==> config.mk <==
export PLATFORM = sky130hd
export DESIGN_NAME = bcd_rtc
export DESIGN_NICKNAME = d
export VERILOG_FILES = /design/src/rtl/bcd_rtc_pkg.sv /design/src/rtl/rtc_adjust_ctl.sv /design/src/rtl/rtc_time_keeper.sv /design/src/rtl/bcd_rtc.sv
export SDC_FILE = /design/constraint.sdc
export NUM_CORES = 1
export LEC_CHECK = 0
export BUFFER_PORTS_ARGS = -buffer_cell sky130_fd_sc_hd__buf_2
export CORE_UTILIZATION = 45
export DETAILED_ROUTE_END_ITERATION = 16
export GPL_TIMING_DRIVEN = 0
export PLACE_DENSITY = 0.73
export SYNTH_ARGS = -nofsm -noshare
export SYNTH_HDL_FRONTEND = slang
export SYNTH_SLANG_ARGS = --single-unit
==> constraint.sdc <==
create_clock -name clk -period 5.85 [get_ports clk]
set_clock_uncertainty 0.2 [all_clocks]
set_input_delay 1.17 -clock clk [delete_from_list [all_inputs] [get_ports clk]]
set_output_delay 1.17 -clock clk [all_outputs]
set_load 0.02 [all_outputs]
==> src/rtl/bcd_rtc_pkg.sv <==
`timescale 1ns/1ps
package bcd_rtc_pkg;
  localparam int WORD_W = 32;
  localparam int MODE_W = 4;
  localparam int ADDR_W = 2;

  typedef enum logic [ADDR_W-1:0] {
    RA_MODE = 2'd0, RA_CTRL = 2'd1, RA_TIME = 2'd2, RA_DATE = 2'd3
  } reg_addr_e;

  typedef enum logic [2:0] {
    FLD_SEC, FLD_MIN, FLD_HOUR, FLD_WDAY, FLD_DAY, FLD_MONTH, FLD_YEARLO, FLD_NONE
  } adj_field_e;

  // Step one BCD byte; at or above top it returns floor.
  function automatic logic [7:0] bcd_next(input logic [7:0] v, input logic [7:0] top,
                                          input logic [7:0] floor_v);
    logic [3:0] hi;
    hi = v[7:4] + 4'd1;
    if (v >= top) return floor_v;
    else if (v[3:0] >= 4'd9) return {hi, 4'd0};
    else return v + 8'd1;
  endfunction

  function automatic logic [3:0] wday_next(input logic [3:0] d);
    if (d >= 4'd7) return 4'd1;
    else return d + 4'd1;
  endfunction

  // Full carry chain for one second.
  function automatic logic [WORD_W-1:0] tick_time(input logic [WORD_W-1:0] t);
    logic [WORD_W-1:0] n;
    n = t;
    n[7:0] = bcd_next(t[7:0], 8'h59, 8'h00);
    if (t[7:0] >= 8'h59) begin
      n[15:8] = bcd_next(t[15:8], 8'h59, 8'h00);
      if (t[15:8] >= 8'h59) begin
        n[23:16] = bcd_next(t[23:16], 8'h23, 8'h00);
        if (t[23:16] >= 8'h23) n[27:24] = wday_next(t[27:24]);
      end
    end
    return n;
  endfunction

  function automatic logic [WORD_W-1:0] adjust_time(input adj_field_e f,
                                                    input logic [WORD_W-1:0] t);
    logic [WORD_W-1:0] n;
    n = t;
    case (f)
      FLD_SEC:  n[7:0]   = bcd_next(t[7:0], 8'h59, 8'h00);
      FLD_MIN:  n[15:8]  = bcd_next(t[15:8], 8'h59, 8'h00);
      FLD_HOUR: n[23:16] = bcd_next(t[23:16], 8'h23, 8'h00);
      FLD_WDAY: n[27:24] = wday_next(t[27:24]);
      default:  n = t;
    endcase
    return n;
  endfunction

  function automatic logic [WORD_W-1:0] adjust_date(input adj_field_e f,
                                                    input logic [WORD_W-1:0] d);
    logic [WORD_W-1:0] n;
    n = d;
    case (f)
      FLD_DAY:    n[7:0]   = bcd_next(d[7:0], 8'h31, 8'h01);
      FLD_MONTH:  n[15:8]  = bcd_next(d[15:8], 8'h12, 8'h01);
      FLD_YEARLO: n[23:16] = bcd_next(d[23:16], 8'h99, 8'h00);
      default:    n = d;
    endcase
    return n;
  endfunction
endpackage

==> src/rtl/rtc_adjust_ctl.sv <==
`timescale 1ns/1ps
module rtc_adjust_ctl
  import bcd_rtc_pkg::*;
(
  input  logic              clk,
  input  logic              rst_n,
  input  logic              ctrl_wr,
  input  logic [WORD_W-1:0] ctrl_wdata,
  output logic              armed,
  output logic              commit
);
  logic key_one;
  assign key_one = (ctrl_wdata == WORD_W'(1));
  assign commit  = ctrl_wr && key_one && armed;

  always_ff @(posedge clk) begin
    if (!rst_n)                 armed <= 1'b0;
    else if (ctrl_wr && key_one) armed <= ~armed;
  end


  commit_disarm_chk: assert property (@(posedge clk) disable iff (!rst_n)
    commit |=> !armed);

  arm_source_chk: assert property (@(posedge clk) disable iff (!rst_n)
    $rose(armed) |-> $past(ctrl_wr && ctrl_wdata == WORD_W'(1)));
endmodule

==> src/rtl/rtc_time_keeper.sv <==
`timescale 1ns/1ps
module rtc_time_keeper
  import bcd_rtc_pkg::*;
#(
  parameter logic [WORD_W-1:0] TIME_INIT = 32'h0100_0000,
  parameter logic [WORD_W-1:0] DATE_INIT = 32'h1999_0101
) (
  input  logic              clk,
  input  logic              rst_n,
  input  logic              advance,
  input  logic              time_wr,
  input  logic              date_wr,
  input  logic [WORD_W-1:0] wdata,
  input  logic              commit,
  input  adj_field_e        field,
  output logic [WORD_W-1:0] time_q,
  output logic [WORD_W-1:0] date_q
);
  logic adj_time, adj_date;
  assign adj_time = commit && (field <= FLD_WDAY);
  assign adj_date = commit && (field == FLD_DAY || field == FLD_MONTH || field == FLD_YEARLO);

  always_ff @(posedge clk) begin
    if (!rst_n)        time_q <= TIME_INIT;
    else if (time_wr)  time_q <= wdata;
    else if (adj_time) time_q <= adjust_time(field, time_q);
    else if (advance)  time_q <= tick_time(time_q);
  end

  always_ff @(posedge clk) begin
    if (!rst_n)        date_q <= DATE_INIT;
    else if (date_wr)  date_q <= wdata;
    else if (adj_date) date_q <= adjust_date(field, date_q);
  end


  time_wr_wins_chk: assert property (@(posedge clk) disable iff (!rst_n)
    time_wr |=> time_q == $past(wdata));

  date_still_chk: assert property (@(posedge clk) disable iff (!rst_n)
    !date_wr && !commit |=> $stable(date_q));

  sec_no_carry_chk: assert property (@(posedge clk) disable iff (!rst_n)
    commit && field == FLD_SEC |=> time_q[31:8] == $past(time_q[31:8]));

  day_nonzero_chk: assert property (@(posedge clk) disable iff (!rst_n)
    commit && field == FLD_DAY |=> date_q[7:0] != 8'h00);
endmodule

==> src/rtl/bcd_rtc.sv <==
`timescale 1ns/1ps
module bcd_rtc
  import bcd_rtc_pkg::*;
#(
  parameter logic [31:0] TIME_INIT = 32'h0100_0000,
  parameter logic [31:0] DATE_INIT = 32'h1999_0101
) (
  input  logic        clk,
  input  logic        rst_n,
  input  logic        sec_tick,
  input  logic        bus_wr,
  input  logic [1:0]  bus_addr,
  input  logic [31:0] bus_wdata,
  output logic [31:0] bus_rdata,
  output logic        rtc_irq
);
  logic [MODE_W-1:0] mode_q;
  logic              freeze, advance, armed, commit;
  logic              mode_wr, ctrl_wr, time_wr, date_wr;
  logic [WORD_W-1:0] time_q, date_q;
  adj_field_e        field;

  assign mode_wr = bus_wr && bus_addr == RA_MODE;
  assign ctrl_wr = bus_wr && bus_addr == RA_CTRL;
  assign time_wr = bus_wr && bus_addr == RA_TIME;
  assign date_wr = bus_wr && bus_addr == RA_DATE;
  assign freeze  = mode_q[0];
  assign field   = adj_field_e'(mode_q[3:1]);
  assign advance = sec_tick && !freeze;

  always_ff @(posedge clk) begin
    if (!rst_n)       mode_q <= '0;
    else if (mode_wr) mode_q <= bus_wdata[MODE_W-1:0];
  end

  always_ff @(posedge clk) begin
    if (!rst_n)        rtc_irq <= 1'b0;
    else if (sec_tick) rtc_irq <= ~rtc_irq;
  end

  rtc_adjust_ctl u_adj (
    .clk(clk), .rst_n(rst_n), .ctrl_wr(ctrl_wr), .ctrl_wdata(bus_wdata),
    .armed(armed), .commit(commit)
  );

  rtc_time_keeper #(.TIME_INIT(TIME_INIT), .DATE_INIT(DATE_INIT)) u_keep (
    .clk(clk), .rst_n(rst_n), .advance(advance), .time_wr(time_wr),
    .date_wr(date_wr), .wdata(bus_wdata), .commit(commit), .field(field),
    .time_q(time_q), .date_q(date_q)
  );

  always_comb begin
    case (bus_addr)
      RA_MODE: bus_rdata = {{(WORD_W-MODE_W){1'b0}}, mode_q};
      RA_CTRL: bus_rdata = {{(WORD_W-1){1'b0}}, armed};
      RA_TIME: bus_rdata = time_q;
      default: bus_rdata = date_q;
    endcase
  end


  irq_toggle_chk: assert property (@(posedge clk) disable iff (!rst_n)
    sec_tick |=> rtc_irq != $past(rtc_irq));

  irq_hold_chk: assert property (@(posedge clk) disable iff (!rst_n)
    !sec_tick |=> $stable(rtc_irq));

  frozen_time_chk: assert property (@(posedge clk) disable iff (!rst_n)
    sec_tick && freeze && !time_wr && !commit |=> $stable(time_q));
endmodule

==> results of run 1 <==
## synth_stat cells (7+ instances only)
library cell   n
dfxtp_1       70
nand2_1       68
a21oi_1       48
nor2_1        42
nor2b_1       36
mux2i_1       34
ha_1          31
inv_1         30
clkbuf_1      25
o21ai_0       20
nand3_1       19
nor3_1        13
a31oi_1       11
a211oi_1      10
nor4_1         8
a221oi_1       7
a22oi_1        7
nand2b_1       7
## stage by stage
step           std cells  instance area, sq um  worst slack (ns)  power, mW  hold WS, ns
3_3_place_gp         809                  5430              1.67      0.729        0.242
2_1_floorplan        604                  4910              2.19      0.655        0.236
5_1_grt              825                  5680              1.50       1.27        0.291
6_report             825                  5680              1.61       1.23        0.258
4_1_cts              825                  5680              1.62       1.23        0.258
3_5_place_dp         809                  5430              1.62      0.735        0.248
## per-layer routing
| layer | GRT usage | up-vias | wire [microns] |
|---|---|---|---|
| li1 | - | 2363 | - |
| met1 | 0.390 | 2400 | 6830 |
| met2 | 0.454 | 285 | 7350 |
| met3 | 0.0503 | 45 | 1490 |
| met4 | 0.136 | 0 | 552 |
| met5 | 0 | - | 0 |
## cells by family (layout without fill, tap and decap cells)
logic type      Yosys count  after routing  share of synthesized area
simple gates            235            235                      0.265
compound gates          159            159                      0.222
flops                    70             70                      0.285
mux                      39             39                     0.0838
xor+xnor                  3              3                    0.00535
buf+inv                  67            152                     0.0593
fa+ha+maj                31             31                     0.0789
## sequential cells by signal, summed over array words and instances (netlist names)
| signal | flops |
|---|---|
| u_keep.time_q | 32 |
| rtc_irq | 1 |
| u_adj.armed | 1 |
| mode_q | 4 |
| u_keep.date_q | 32 |
## worst paths after layout
check | startpoint | end | slack, ns
worst max register to register | u_keep.time_q[8]$_SDFFE_PN0P_ | u_keep.time_q[19]$_SDFFE_PN0P_ | 3.14
worst min-delay path | u_keep.date_q[29]$_SDFFE_PN0P_ | u_keep.date_q[29]$_SDFFE_PN0P_ | 0.26
worst min register to register | u_keep.date_q[29]$_SDFFE_PN0P_ | u_keep.date_q[29]$_SDFFE_PN0P_ | 0.26
worst max-delay path | bus_addr[0] | bus_rdata[13] | 1.61
## layout make-up
cell class | instances | area (sq um)
plain buffers | 37 | 179
clock buffers | 10 | 138
clock inverters | 6 | 109
fillers | 1008 | 4790
inverters | 30 | 113
multi-input cells | 467 | 3220
flip-flops and latches | 70 | 1400
well taps | 136 | 170
repair buffers | 69 | 345
## critical path, stage by stage
cell	delay (ns)
buf_2	0.13
buf_2	0.27
buf_1	0.76
mux2i_1	0.31
nor2b_1	0.07
buf_2	0.16
## layout by cell type, fill, tap and decap left out, drive strengths merged, types with 3 or more instances in the layout
cell type / instances
a31oi: 11
nand4b: 6
a211oi: 13
clkinv: 3
o32ai: 7
a32oi: 4
o21ai: 22
nor2: 42
nand2b: 7
nand2: 68
o31ai: 3
buf: 81
a221oi: 8
bufinv: 3
a22oi: 7
mux2i: 34
a21oi: 49
dfxtp: 70
nor2b: 36
o311a: 3
o22ai: 6
a22o: 5
and2: 7
a21boi: 3
and3: 6
mux2: 4
inv: 30
ha: 31
clkbuf: 35
o211ai: 4
nor4: 14
nand3: 20
nor3: 13
## where the power goes
part           total [mW]  switching, mW  internal [mW]  leakage (nW)
Clock               0.501          0.206          0.294         0.126
Combinational       0.214          0.136         0.0786          1.67
Sequential          0.515         0.0214          0.494         0.570
==> impl_metrics.py, run 1 <==
metrics = {
    "outcome": {
        "status": "finished, final reports clean",
    },
    "timing": {
        "period_share": 0.724,
        "period_needed_ns": 4.24,
        "timing.fmax_mhz": 236,
        "final-hold-violation-count": 0,
        "rsz0062_at_grt": "false",
        "fin_setup_tns_ns": 0,
        "worst_pin_slew_ns": 0.962,
        "setup_viol": 0,
        "final_max_slew_viol_count": 0,
        "slew_headroom": 0.359,
    },
    "layout": {
        "nNetsFinal": 753,
        "final_util": 0.542,
        "final_layout_size_suffix_gt1_frac": 0.176,
        "diodes": 0,
        "area_growth_pct": 15.5,
    },
    "detailed_routing": {
        "vias": 5093,
        "drc_errors": 0,
        "drt_iter0_drc": 443,
        "first_pass_iters": 7,
        "postRouteAntennaNets": 0,
        "viasPerCell": 6.17,
        "wl_per_cell_microns": 19.7,
        "drt_wl_total_mm": 16.2,
    },
    "logic_synthesis": {
        "ys_warn_count": 0,
        "synthDistinctLibCells": 68,
        "async_flop_share": 0,
        "ys_seq_elements": 70,
        "avgSynthCellArea_sq_um": 8.13,
        "synth_nets": 673,
        "synth.top_cell.area_share": 0.285,
        "seq_area_frac_synth": 0.285,
        "synth_top_flop_cell": "dfxtp_1",
        "syn_area_sq_um": 4910,
        "syn_inst": 604,
        "netlist.top_cell.by_area": "dfxtp_1",
        "synth_edf_count": 0,
        "synth_area_leaders": "dfxtp_1 29%, ha_1 7.9%, mux2i_1 6.9%",
    },
    "clock_tree": {
        "root_buffer": "clkbuf_8",
        "cts.path.max_buffers": 2,
        "worstSkewPairLatency_ns": 0.37,
        "numCtsBuffers": 9,
        "holdBufCountCts": 0,
        "clk_pin_slew_ns": 0.08,
        "clock_sinks": 70,
        "postCtsSetupRepairBufs": 0,
        "cts_tree": "yes",
        "h-tree-depth": 3,
        "cts_resized": 0,
    },
    "global_route": {
        "grt_pass1_vias": 4747,
        "grt_max_degree": 13,
        "grt_pass1_wl_mm": 25.2,
        "grt_usage": 0.291,
        "antenna_found_initial": 0,
        "grt-ovfl-total": 0,
    },
    "hold_path": {
        "worstHoldPathType": "flip-flop to flip-flop",
        "whs_path_depth": 2,
    },
    "die": {
        "rows": 37,
        "core-area_sq_um": 10500,
        "dieHeight_microns": 106,
        "boundaryPins": 71,
        "die_w_microns": 106,
        "start_util": 0.470,
        "die_area_sq_um": 11300,
    },
    "critical_path": {
        "cp.required_ns": 4.48,
        "start_kind": "input port",
        "worstPathArrival_ns": 2.87,
        "cp-end-kind": "output pin",
        "critical_path_class": "input port to output pin",
        "critPathMaxFanout": 10,
        "ff2ff_path_depth": 10,
    },
    "placed_design": {
        "io_buffers": 69,
        "globalplace.congestion": 0.934,
        "post-dp-hpwl_mm": 11.8,
    },
    "flow_run": {
        "maxCapViolCount": 0,
    },
    "power": {
        "p_leak_nw": 2.37,
        "ir_worst_vdd_mv": 0.117,
        "power_density_nw_per_um2": 217,
    },
}
No activity file was read; power rests on OpenSTA's default activity.
==> inputs of run 2 (changes only) <==
ABC_AREA = 1   (was default)
clock period = 4.18 ns   (was 5.85 ns; I/O delays follow)
==> run 2 against run 1 <==
  * Die area fell by 1.8%
  * Synthesized cell count increased by 23%
  * Global-route usage down 1.7 points
  * First-iteration DRC count down 12%
  * Critical path depth rose by 1
  * Critical endpoint unchanged
  * Largest cell class unchanged
==> impl_metrics.py, run 2 <==
metrics = {
    "timing": {
        "setup_viol": 0,
        "final-hold-violation-count": 0,
        "slew_headroom": 0.453,
        "rsz0062_at_grt": "false",
        "worst_pin_slew_ns": 0.820,
        "timing.fmax_mhz": 275,
        "final_max_slew_viol_count": 0,
        "fin_setup_tns_ns": 0,
        "period_share": 0.868,
        "period_needed_ns": 3.63,
    },
    "clock_tree": {
        "worstSkewPairLatency_ns": 0.36,
        "root_buffer": "clkbuf_8",
        "numCtsBuffers": 9,
        "holdBufCountCts": 0,
        "cts_resized": 0,
        "cts.path.max_buffers": 2,
        "postCtsSetupRepairBufs": 0,
        "h-tree-depth": 3,
        "clock_sinks": 70,
        "clk_pin_slew_ns": 0.08,
        "cts_tree": "yes",
    },
    "power": {
        "p_sw_frac": 0.304,
        "p_switching_mw": 0.507,
        "ir_worst_vdd_mv": 0.214,
        "power_density_nw_per_um2": 299,
        "p_clk_frac": 0.390,
        "p_leak_nw": 2.58,
        "seq_power_share": 0.431,
        "combPwrFrac": 0.179,
        "power.internal_mw": 1.16,
    },
    "placed_design": {
        "post-dp-hpwl_mm": 11.0,
        "dp.cells": 948,
        "io_buffers": 69,
        "globalplace.congestion": 0.943,
    },
    "critical_path": {
        "path_delay_family": "buffers and inverters",
        "cp-end-kind": "output pin",
        "worstPathArrival_ns": 2.59,
        "critPathMaxFanout": 10,
        "cpMaxStageDelayCell": "clkbuf_1",
        "path_cells": "buf_2 > inv_2 > nand2_2 > clkbuf_1 > clkbuf_1 > o22ai_1 > buf_2",
        "cpPeakStageDelay_ns": 0.65,
        "cp.required_ns": 3.14,
        "cp_num_buf_inv": 5,
        "start_kind": "input port",
        "critical_path_class": "input port to output pin",
    },
    "logic_synthesis": {
        "synth_area_leaders": "dfxtp_1 29%, nand2_1 12%, ha_1 8.0%",
        "synth_common_cells": "159 x nand2_1, 91 x inv_1, 82 x nor2_1, 72 x nand3_1, 70 x dfxtp_1",
        "synth_top_flop_cell": "dfxtp_1",
        "synth.top_cell.area_share": 0.291,
        "synth_simple_gate_area_frac": 0.321,
        "synth_adder_area_share": 0.0804,
        "synth_edf_count": 0,
        "synth_nets": 812,
        "syn_area_sq_um": 4820,
        "synth_compound_area_frac": 0.177,
        "synth_top_family_by_area": "simple AND/OR/NAND/NOR gates",
        "syn_inst": 743,
        "ys_seq_elements": 70,
        "netlist.top_cell.by_area": "dfxtp_1",
        "synthDistinctLibCells": 38,
        "synthXorXnorAreaFrac": 0.0345,
        "synth_mux_area_frac": 0,
        "ys_warn_count": 0,
        "yosysMostFrequentCell": "nand2_1",
        "avgSynthCellArea_sq_um": 6.49,
        "seq_area_frac_synth": 0.291,
        "async_flop_share": 0,
    },
    "detailed_routing": {
        "wl_per_cell_microns": 15.7,
        "first_pass_iters": 5,
        "drt_iter0_drc": 392,
        "drc_errors": 0,
        "postRouteAntennaNets": 0,
        "drt_wl_total_mm": 15.2,
        "vias": 5193,
        "viasPerCell": 5.39,
    },
    "die": {
        "dieHeight_microns": 106,
        "start_util": 0.465,
        "rows": 37,
        "die_w_microns": 106,
        "core-area_sq_um": 10400,
        "boundaryPins": 71,
        "die_area_sq_um": 11100,
    },
    "global_route": {
        "grt_pass1_vias": 4582,
        "grt_max_degree": 13,
        "grt_usage": 0.274,
        "grt_pass1_wl_mm": 23.6,
        "grt-ovfl-total": 0,
        "antenna_found_initial": 0,
    },
    "layout": {
        "final_common_cell": "nand2_1",
        "diodes": 0,
        "area_growth_pct": 15.5,
        "final_cell_mix": "159 x nand2_1, 91 x inv_1, 82 x nor2_1",
        "fin_cells": 964,
        "nNetsFinal": 892,
        "top_regs": "u_keep.date_q: 32 flops, u_keep.time_q: 32 flops, mode_q: 4 flops",
        "final_layout_size_suffix_gt1_frac": 0.147,
    },
    "flow_run": {
        "maxCapViolCount": 0,
    },
    "hold_path": {
        "worstHoldPathType": "flip-flop to flip-flop",
    },
    "outcome": {
        "status": "finished, final reports clean",
    },
}
==> run 2: cell count changes in the layout (fill, tap and decap cells not counted), moves of 34 or more <==
| cell | change |
|---|---|
| nor2b_1 | -36 |
| mux2i_1 | -34 |
| inv_1 | +61 |
| nand2_1 | +91 |
| nand3_1 | +53 |
| nor2_1 | +40 |
==> run 2: power by group through the flow <==
| stage | sequential [mW] | clock (mW) | combinational, mW |
|---|---|---|---|
| after floorplan | 0.729 | 0 | 0.195 |
| after global placement | 0.733 | 0 | 0.289 |
| after detailed placement | 0.734 | 0 | 0.290 |
| after CTS | 0.718 | 0.650 | 0.293 |
| after global routing | 0.723 | 0.681 | 0.327 |
| final | 0.719 | 0.651 | 0.298 |
==> run 2: final cells by class <==
class	count	area, sq um
flip-flops and latches	70	1400
repair buffers	69	345
well taps	136	170
clock buffers	11	151
plain buffers	24	93.8
multi-input cells	550	2950
clock inverters	5	81.3
fillers	1079	4800
inverters	99	373
==> run 2: kinds of logic after synthesis <==
group / after synthesis
xor+xnor: 19
buf+inv: 123
flops: 70
compound gates: 151
simple gates: 349
fa+ha+maj: 31
==> run 2: worst min-delay path, stage by stage, from the launching register on <==
cell and delay (ns):
dfxtp_1 0.30, inv_1 0.05, a21oi_1 0.05
==> run 2: layer usage <==
metal	up-vias	global-route usage	part of all wire
li1	2591	-	-
met3	27	0.0365	0.085
met1	2341	0.392	0.46
met5	-	0	0
met4	0	0.101	0.021
met2	234	0.420	0.43
==> run 2: metrics by stage <==
step	total power, mW	hold WS, ns	area, sq um	util	setup slack, ns
floorplan	0.923	0.225	4820	-	1.45
global placement	1.02	0.235	5340	0.515	0.609
detailed placement	1.02	0.240	5340	0.515	0.582
CTS	1.66	0.252	5570	0.537	0.581
global route	1.73	0.271	5570	0.537	0.486
finish	1.67	0.249	5570	0.537	0.550
==> run 2: path summary, 6_finish.rpt <==
path / startpoint / endpoint / slack (ns) / cells past startpoint
worst min register to register: u_keep.time_q[28]$_SDFFE_PN0P_ / u_keep.time_q[28]$_SDFFE_PN0P_ / 0.25 / 2
worst max register to register: u_keep.time_q[0]$_SDFFE_PN0P_ / u_keep.time_q[26]$_SDFFE_PN0P_ / 1.72 / 11
worst min-delay path: u_keep.time_q[28]$_SDFFE_PN0P_ / u_keep.time_q[28]$_SDFFE_PN0P_ / 0.25 / 2
worst max-delay path: bus_addr[0] / bus_rdata[13] / 0.55 / 7
==> inputs of run 3 (changes only) <==
SYNTH_HIERARCHICAL = 1   (was default)
==> run 3 against run 2 <==
  * Combinational power is 16% higher
  * Synthesized cell count is 10% higher
  * Final area is 3.4% higher
  * Utilization is 0.82 points lower
  * Flip-flop and latch count stayed put
  * Critical path type is now input port to flip-flop
  * Critical endpoint is now u_keep/date_q[11]$_SDFFE_PN0P_
  * Largest cell class unchanged
  * Largest power group unchanged
  * Highest routed layer unchanged
==> impl_metrics.py, run 3 <==
metrics = {
    "clock_tree": {
        "cts.path.max_buffers": 2,
        "cts_resized": 0,
        "holdBufCountCts": 0,
        "clock_sinks": 70,
        "postCtsSetupRepairBufs": 0,
        "h-tree-depth": 3,
        "cts_tree": "yes",
        "root_buffer": "clkbuf_8",
        "worstSkewPairLatency_ns": 0.36,
        "numCtsBuffers": 9,
        "clk_pin_slew_ns": 0.09,
    },
    "placed_design": {
        "pre_cts_slack_ns": 0.983,
        "post-dp-hpwl_mm": 11.0,
        "dpl_cell_area_sq_um": 5560,
        "io_buffers": 69,
        "globalplace.congestion": 0.902,
    },
    "critical_path": {
        "r2r_start": "u_keep/time_q[1]$_SDFFE_PN0P_",
        "cp-end-kind": "flip-flop",
        "start_kind": "input port",
        "cpMaxStageDelayCell": "nand2_1",
        "worstPathArrival_ns": 3.00,
        "cp-startpoint": "bus_addr[0]",
        "path_cells": "buf_2 > inv_1 > nor3_1 > inv_1 > nor2_1 > nand2_1 > nor3_4 > nand3_1 > inv_1 > nand4_1 > nand2_1 > inv_1 > o21ai_0 > o21ai_1 > a21oi_1",
        "cpPeakStageDelay_ns": 0.29,
        "crit_top_cell": "inv_1",
        "critical_path_class": "input port to flip-flop",
        "critPathMaxFanout": 8,
        "cp.required_ns": 4.27,
    },
    "power": {
        "p_clk_frac": 0.353,
        "p_sw_frac": 0.344,
        "p_switching_mw": 0.577,
        "power.internal_mw": 1.10,
        "p_leak_nw": 2.90,
        "power_density_nw_per_um2": 291,
        "power_mw": 1.68,
        "combPwrFrac": 0.207,
        "ir_worst_vdd_mv": 0.168,
        "seq_power_share": 0.440,
    },
    "logic_synthesis": {
        "netlist.top_cell.by_area": "dfxtp_1",
        "ys_warn_count": 6,
        "seq_area_frac_synth": 0.278,
        "async_flop_share": 0,
        "syn_area_sq_um": 5030,
        "synthDistinctLibCells": 41,
        "synth.top_cell.area_share": 0.278,
        "ys_seq_elements": 70,
        "synth_edf_count": 0,
        "syn_inst": 818,
        "synth_area_leaders": "dfxtp_1 28%, nand2_1 19%, nor2_1 8.1%",
        "avgSynthCellArea_sq_um": 6.16,
        "synth_top_flop_cell": "dfxtp_1",
        "yosysMostFrequentCell": "nand2_1",
        "synth_nets": 887,
        "synth_common_cells": "258 x nand2_1, 108 x nor2_1, 84 x inv_1, 70 x dfxtp_1",
    },
    "detailed_routing": {
        "first_pass_iters": 5,
        "drt_wl_total_mm": 15.1,
        "wl_per_cell_microns": 14.4,
        "drc_errors": 0,
        "viasPerCell": 5.22,
        "postRouteAntennaNets": 0,
        "drt_iter0_drc": 434,
        "vias": 5449,
    },
    "die": {
        "dieHeight_microns": 108,
        "start_util": 0.462,
        "boundaryPins": 71,
        "die_w_microns": 108,
        "rows": 38,
        "die_area_sq_um": 11600,
        "core-area_sq_um": 10900,
    },
    "timing": {
        "worst_slack_ns": 1.27,
        "rsz0062_at_grt": "false",
        "fin_setup_tns_ns": 0,
        "period_share": 0.696,
        "worst_pin_slew_ns": 0.713,
        "period_needed_ns": 2.91,
        "setup_viol": 0,
        "timing.fmax_mhz": 343,
        "final_max_slew_viol_count": 0,
        "final-hold-violation-count": 0,
        "slew_headroom": 0.525,
    },
    "layout": {
        "final_layout_size_suffix_gt1_frac": 0.144,
        "diodes": 0,
        "fillers": 1143,
        "final_cell_mix": "258 x nand2_1, 108 x nor2_1, 84 x inv_1",
        "final_common_cell": "nand2_1",
        "nNetsFinal": 967,
        "area_growth_pct": 14.4,
        "final_area_sq_um": 5760,
        "top_regs": "u_keep/date_q: 32 flops, u_keep/time_q: 32 flops, mode_q: 4 flops",
    },
    "global_route": {
        "grt-ovfl-total": 0,
        "grt_max_degree": 15,
        "antenna_found_initial": 0,
        "grt_usage": 0.266,
        "grt_pass1_wl_mm": 23.8,
        "grt_pass1_vias": 4754,
    },
    "hold_path": {
        "worstHoldPathType": "flip-flop to flip-flop",
        "worstHoldStart": "u_keep/date_q[27]$_SDFFE_PN1P_",
    },
    "flow_run": {
        "maxCapViolCount": 0,
    },
    "outcome": {
        "status": "finished, final reports clean",
    },
}
==> run 3: changes by cell type in the layout (fill, tap and decap cells not counted), moves of 4 or more <==
cell / change
nand2_4: -5
clkbuf_1: -13
nand2_2: -4
nor3_1: +5
nand2_1: +99
buf_4: +7
o22ai_1: -27
nor2_1: +26
nand3_1: -16
nand4_1: +7
inv_1: -7
==> run 3: stage by stage <==
stage | utilization | cells | hold slack, ns
after floorplan | - | 818 | 0.229
after global placement | 0.510 | 1027 | 0.238
after detailed placement | 0.510 | 1027 | 0.243
after CTS | 0.529 | 1043 | 0.266
after global routing | 0.529 | 1043 | 0.282
final | 0.529 | 1043 | 0.264
==> run 3: kinds of logic (layout without fill, tap and decap cells) <==
| logic type | Yosys count | count (layout) | synth area share |
|---|---|---|---|
| flip-flops | 70 | 70 | 0.278 |
| AO/OA/AOI/OAI | 121 | 121 | 0.131 |
| buffers and inverters | 116 | 201 | 0.0974 |
| XOR/XNOR | 14 | 14 | 0.0244 |
| AND/OR/NAND/NOR | 463 | 463 | 0.386 |
| multiplexers | 3 | 3 | 0.00596 |
| adder cells (fa/ha/maj) | 31 | 31 | 0.0770 |
==> run 3: final timing paths <==
| kind | end | slack, ns | cells past startpoint |
|---|---|---|---|
| setup reg to reg | u_keep/time_q[1]$_SDFFE_PN0P_ | 2.07 | 11 |
| hold / removal | u_keep/date_q[27]$_SDFFE_PN1P_ | 0.26 | 2 |
| hold reg to reg | u_keep/date_q[27]$_SDFFE_PN1P_ | 0.26 | 2 |
| setup / recovery | u_keep/date_q[11]$_SDFFE_PN0P_ | 1.27 | 15 |
==> run 3: worst max-delay path: cells and delay by family <==
family | cells | cell delay [ns]
AND/OR/NAND/NOR | 7 | 1.12
AO/OA/AOI/OAI | 3 | 0.41
buffers and inverters | 5 | 0.62
==> run 3: area by class of cell <==
class | instances | area [sq um] | share of cell area
multi-input cells | 632 | 3140 | 0.546
plain buffers | 25 | 149 | 0.0259
clock inverters | 7 | 80.1 | 0.0139
well taps | 140 | 175 | 0.0304
repair buffers | 69 | 345 | 0.0600
flip-flops and latches | 70 | 1400 | 0.243
clock buffers | 9 | 124 | 0.0215
inverters | 91 | 342 | 0.0593
==> run 3: metal layers <==
layer / share of wire / up-vias / GRT usage
met3: 0.075 / 14 / 0.0369
met2: 0.46 / 223 / 0.435
li1: - / 2759 / -
met5: 0 / - / 0
met1: 0.45 / 2453 / 0.363
met4: 0.012 / 0 / 0.0724
==> run 3: power by group through the flow <==
stage / sequential, mW / combinational (mW) / clock, mW
floorplan: 0.744 / 0.235 / 0
global placement: 0.754 / 0.337 / 0
detailed placement: 0.754 / 0.340 / 0
CTS: 0.738 / 0.342 / 0.602
global route: 0.744 / 0.388 / 0.625
finish: 0.739 / 0.347 / 0.592
